## config.mk

```make
export PLATFORM = sky130hd
export DESIGN_NAME = fpmeter
export DESIGN_NICKNAME = d
export VERILOG_FILES = /design/src/rtl/fpm_pkg.sv /design/src/rtl/fpm_edge_sync.sv /design/src/rtl/fpm_window.sv /design/src/rtl/fpmeter.sv
export SDC_FILE = /design/constraint.sdc
export NUM_CORES = 1
export LEC_CHECK = 0
export BUFFER_PORTS_ARGS = -buffer_cell sky130_fd_sc_hd__buf_2
export CAP_MARGIN = 25
export CORE_MARGIN = 1.5
export CORE_UTILIZATION = 40
export CTS_CLUSTER_SIZE = 40
export DETAILED_ROUTE_END_ITERATION = 12
export SYNTH_ARGS = -nofsm -noshare
export SYNTH_HDL_FRONTEND = slang
export SYNTH_HIERARCHICAL = 1
export SYNTH_SLANG_ARGS = --single-unit
```

## constraint.sdc

```tcl
create_clock -name clk -period 3.05 [get_ports clk]
set_input_delay 0.4575 -clock clk [delete_from_list [all_inputs] [get_ports clk]]
set_output_delay 0.4575 -clock clk [all_outputs]
set_load 0.005 [all_outputs]
```

## src/rtl/fpm_pkg.sv

```systemverilog
package fpm_pkg;
    typedef enum logic [2:0] {
        ST_IDLE,
        ST_GATE,
        ST_ARM,
        ST_MEAS,
        ST_HOLD
    } fpm_state_e;
endpackage

```

## src/rtl/fpm_edge_sync.sv

```systemverilog
module fpm_edge_sync #(
    parameter int STAGES = 2
) (
    input  logic clk,
    input  logic rst_n,
    input  logic din,
    output logic rise
);
    logic [STAGES:0] sh_d, sh_q;

    always_comb begin
        sh_d = {sh_q[STAGES-1:0], din};
    end

    always_ff @(posedge clk or negedge rst_n) begin
        if (!rst_n) sh_q <= '0;
        else        sh_q <= sh_d;
    end

    assign rise = sh_q[STAGES-1] & ~sh_q[STAGES];

    // a rise must be a single-cycle event
    p_rise_single_r3: assert property (@(posedge clk) disable iff (!rst_n)
        rise |=> !rise);
endmodule

```

## src/rtl/fpm_window.sv

```systemverilog
module fpm_window #(
    parameter int TICKS = 600000,
    localparam int W = $clog2(2 * TICKS + 1)
) (
    input  logic clk,
    input  logic rst_n,
    input  logic run,
    input  logic long_win,
    output logic expire
);
    logic [W-1:0] tick_d, tick_q;
    logic [W-1:0] limit;

    always_comb begin
        limit  = long_win ? W'(2 * TICKS - 1) : W'(TICKS - 1);
        tick_d = run ? tick_q + W'(1) : '0;
        expire = run && (tick_q == limit);
    end

    always_ff @(posedge clk or negedge rst_n) begin
        if (!rst_n) tick_q <= '0;
        else        tick_q <= tick_d;
    end

    p_tick_bounded_r4: assert property (@(posedge clk) disable iff (!rst_n)
        run |-> (tick_q <= W'(2 * TICKS - 1)));
endmodule

```

## src/rtl/fpmeter.sv

```systemverilog
module fpmeter
    import fpm_pkg::*;
#(
    parameter int CNT_W       = 20,
    parameter int GATE_TICKS  = 600000,
    parameter int SYNC_STAGES = 2
) (
    input  logic             clk,
    input  logic             rst_n,
    input  logic             hi_in,
    input  logic             lo_in,
    input  logic             src_lo,
    input  logic             mode_period,
    input  logic             gate_long,
    input  logic             enable,
    output logic [CNT_W-1:0] count,
    output logic             done
);
    typedef struct packed {
        fpm_state_e       state;
        logic             cfg_lo;
        logic             cfg_long;
        logic             periods;
        logic [CNT_W-1:0] count;
        logic             done;
    } meas_t;

    localparam logic [CNT_W-1:0] CNT_MAX = '1;

    meas_t m_d, m_q;
    logic  hi_rise, lo_rise, sel_rise, expire;
    logic  [CNT_W-1:0] bumped;

    fpm_edge_sync #(.STAGES(SYNC_STAGES)) u_hi_sync (
        .clk(clk), .rst_n(rst_n), .din(hi_in), .rise(hi_rise));

    fpm_edge_sync #(.STAGES(SYNC_STAGES)) u_lo_sync (
        .clk(clk), .rst_n(rst_n), .din(lo_in), .rise(lo_rise));

    fpm_window #(.TICKS(GATE_TICKS)) u_window (
        .clk(clk), .rst_n(rst_n),
        .run(m_q.state == ST_GATE),
        .long_win(m_q.cfg_long),
        .expire(expire));

    always_comb begin
        sel_rise = m_q.cfg_lo ? lo_rise : hi_rise;
        bumped   = (m_q.count == CNT_MAX) ? m_q.count : m_q.count + CNT_W'(1);
        m_d      = m_q;
        m_d.done = 1'b0;
        if (!enable) begin
            m_d = '{state: ST_IDLE, cfg_lo: 1'b0, cfg_long: 1'b0,
                    periods: 1'b0, count: '0, done: 1'b0};
        end else begin
            unique case (m_q.state)
                ST_IDLE: begin
                    m_d.cfg_lo   = src_lo;
                    m_d.cfg_long = gate_long;
                    m_d.periods  = 1'b0;
                    m_d.count    = '0;
                    m_d.state    = (src_lo && mode_period) ? ST_ARM : ST_GATE;
                end
                ST_GATE: begin
                    if (sel_rise) m_d.count = bumped;
                    if (expire) begin
                        m_d.state = ST_HOLD;
                        m_d.done  = 1'b1;
                    end
                end
                ST_ARM: begin
                    if (sel_rise) begin
                        m_d.state = ST_MEAS;
                        m_d.count = '0;
                    end
                end
                ST_MEAS: begin
                    m_d.count = bumped;
                    if (sel_rise) begin
                        if (!m_q.cfg_long || m_q.periods) begin
                            m_d.state = ST_HOLD;
                            m_d.done  = 1'b1;
                        end else begin
                            m_d.periods = 1'b1;
                        end
                    end
                end
                ST_HOLD: begin
                end
                default: m_d.state = ST_IDLE;
            endcase
        end
    end

    always_ff @(posedge clk or negedge rst_n) begin
        if (!rst_n) begin
            m_q <= '{state: ST_IDLE, cfg_lo: 1'b0, cfg_long: 1'b0,
                     periods: 1'b0, count: '0, done: 1'b0};
        end else begin
            m_q <= m_d;
        end
    end

    assign count = m_q.count;
    assign done  = m_q.done;

    p_abort_clears_r9: assert property (@(posedge clk) disable iff (!rst_n)
        !enable |=> (count == '0 && !done));

    p_done_single_r8: assert property (@(posedge clk) disable iff (!rst_n)
        done |=> !done);

    p_hold_stable_r8: assert property (@(posedge clk) disable iff (!rst_n)
        (m_q.state == ST_HOLD && enable) |=> $stable(count));

    p_no_wrap_r7: assert property (@(posedge clk) disable iff (!rst_n)
        (count == CNT_MAX && enable) |=> (count == CNT_MAX));

    p_period_low_only_r5: assert property (@(posedge clk) disable iff (!rst_n)
        (m_q.state == ST_ARM || m_q.state == ST_MEAS) |-> m_q.cfg_lo);
endmodule

```

==> impl_metrics.ini <==
[run_status]
status = completed

[synth]
synth-seq-cells = 54
synth_xor_area_share_pct = 4.005
synth_fa_ha_area_share_pct = 0.8173
synth_compound_area_share_pct = 15.53
async_reset_ff_share_pct = 100.0
synth_area_sq_um = 3062
synth_fp_nets = 338
synthSimpleGateAreaFrac_pct = 24.85
synth_top_family_by_area = simple AND/OR/NAND/NOR gates
synthCells = 328
yosysSeqAreaShare_pct = 44.14
synthMuxAreaShare_pct = 1.716
synth_edf_count = 0
avgSynthCellArea_sq_um = 9.334
yosys_warnings = 6
synth_top_flop_cell = dfrtp_1
netlist-cell-type-count = 52

[power]
peakVddDrop_mv = 0.1524
clock_power_share_pct = 29.1
switching_share_pct = 29.96
internal_power_mw = 1.013
power_density_nw_per_um2 = 451.1
p_leak_nw = 1.436
p_sw_mw = 0.4333
seq_power_share_pct = 54.2
share_comb_of_total_power_pct = 16.7

[setup_path]
r2r_cells = 9
required_ns = 3.25
cp_max_fo = 9
end_kind = register
crit_type = register to register
arrival_ns = 2.70
startpoint_type = register

[placed_design]
port_buffers = 28
gp_congestion = 0.7467
dp_hpwl_um = 4275
place_area_sq_um = 3112
dp_cells = 422

[min_path]
hold_path.class = primary input to async pin

[cells_and_area]
final_util_pct = 43.74
diodes = 0
fin_nets = 340
layout-drive-gt1-share_pct = 16.62
final_area_sq_um = 3207
finalNonFillerCells = 430
layout_common_cells = dfrtp_1, nor2_1, buf_2, nand2_1, o31ai_1
syn2layout_area_growth_pct = 4.741
final_common_cell = dfrtp_1

[drt]
drc = 0
drtIter0Drc = 113
dr.pass1.iters = 4
wire_per_inst_um = 14.26
routed_wl_um = 6132
viasPerCell = 5.556
num_vias = 2389
drtAntennaViolNets = 0

[clocking]
cts.sinks = 54
cts-root-buf = clkbuf_8
clk_pin_slew_ns = 0.10
clkLatencyLatePin_ns = 0.30
cts_resized = 0
clockBufferDepth = 2
post_cts_buffers = 0
htreeDepth = 2
cts_hold_buf = 0
numCtsBuffers = 5
cts_tree = done

[sta]
slew-limit-headroom_pct = 46.48
tightestPinTransition_ns = 0.8027
fmax_mhz = 399.0
final-hold-violation-count = 0
rsz0062_at_grt = false
fin_crit_ns = 2.507
tns_ns = 0
slew_violations = 0
fin_crit_sh_pct = 82.18
finalSetupViolations = 0
skew_ns = 0.01180

[global_route]
antenna_found_initial = 0
grt_usage_pct = 16.01
grt_max_degree = 35
grt_pass1_vias = 2240
gr-total-overflow = 0
grt_pass1_wl_um = 10740

[floorplan]
die_h_um = 90.49
core_area_sq_um = 7331
die_area_sq_um = 8188
chipWidth_um = 90.49
start_util_pct = 41.76
ioPinCount = 29
rows = 31

[job]
drv_cap = 0
-- cell type report --
cell class,instances,area (sq um)
clock inverter,1,8.758
fill,721,4124
inverter,6,22.52
sequential,54,1351
clock buffer,7,86.33
tap,99,123.9
timing repair buffer,33,177.7
multi-input combinational,230,1436
-- synth_stat cells (all sizes together) (6+ instances only) --
cell type | number | area (sq um)
nor2b | 6 | 52.55
nand2 | 27 | 101.4
nor4 | 7 | 43.79
nor2 | 34 | 127.6
buf | 28 | 208.9
nand4 | 16 | 121.4
nor3 | 9 | 66.32
clkbuf | 10 | 42.54
xor2 | 6 | 52.55
a31oi | 10 | 62.56
dfrtp | 54 | 1351
o31ai | 24 | 180.2
nand3 | 11 | 70.07
a21oi | 14 | 73.82
xnor2 | 8 | 70.07
o21ai | 17 | 85.08
-- state kept, by name (all words and copies together) (netlist names) --
register and flops:
count 20, done 1, m_q 6, u_hi_sync/sh_q 3
u_lo_sync/sh_q 3, u_window/tick_q 21
-- cells by family after synthesis --
kind of cell / count (synthesis)
and+or+nand+nor: 135
AOI/OAI and AO/OA: 74
DFF: 54
buffers and inverters: 44
xor gates and xnor gates: 14
muxes: 5
adders and majority gates: 2
-- per-layer routing --
metal / track usage, % / vias to the layer above / routed length (um)
met5: 0 / - / 0
li1: - / 1172 / -
met2: 27.13 / 40 / 2928
met1: 20.97 / 1172 / 2942
met4: 4.365 / 0 / 57
met3: 2.778 / 5 / 203
-- worst paths after layout --
kind | startpoint | end | slack (ns)
min in group clk | lo_in | u_lo_sync/sh_q[0] | 0.25
max in group asynchronous | rst_n | u_window/tick_q[16] | 2.16
worst max-delay path | m_q[26] | m_q[24] | 0.54
worst min-delay path | rst_n | count[5] | 0.22
worst max register to register | m_q[26] | m_q[24] | 0.54
worst min register to register | u_lo_sync/sh_q[0] | u_lo_sync/sh_q[1] | 0.36
-- power by group through the flow --
stage          sequential [mW]  combinational [mW]  clock [mW]
6_report                 0.784               0.242       0.421
5_1_grt                  0.791               0.270       0.466
4_1_cts                  0.784               0.245       0.439
3_5_place_dp             0.798               0.244           0
3_3_place_gp             0.797               0.245           0
2_1_floorplan            0.773               0.202           0
-- metrics by stage --
step	hold WS (ns)	power, mW	setup WS [ns]
global placement	0.3336	1.042	0.7000
detailed placement	0.3347	1.042	0.5788
floorplan	0.1619	0.9752	0.7881
CTS	0.2432	1.467	0.5423
finish	0.2162	1.447	0.5435
global route	0.2383	1.527	0.3707
-- critical path: stages (launching register included) --
cell and delay [ns]:
dfrtp_1 0.48, nand2b_1 0.21, nor2_1 0.24, nand2b_1 0.12, nor4_1 0.19, nand2_1 0.09, nor4_1 0.29, o21ai_0 0.17
o211ai_1 0.23, mux2_2 0.37
Power figures use the tool's default switching activity.
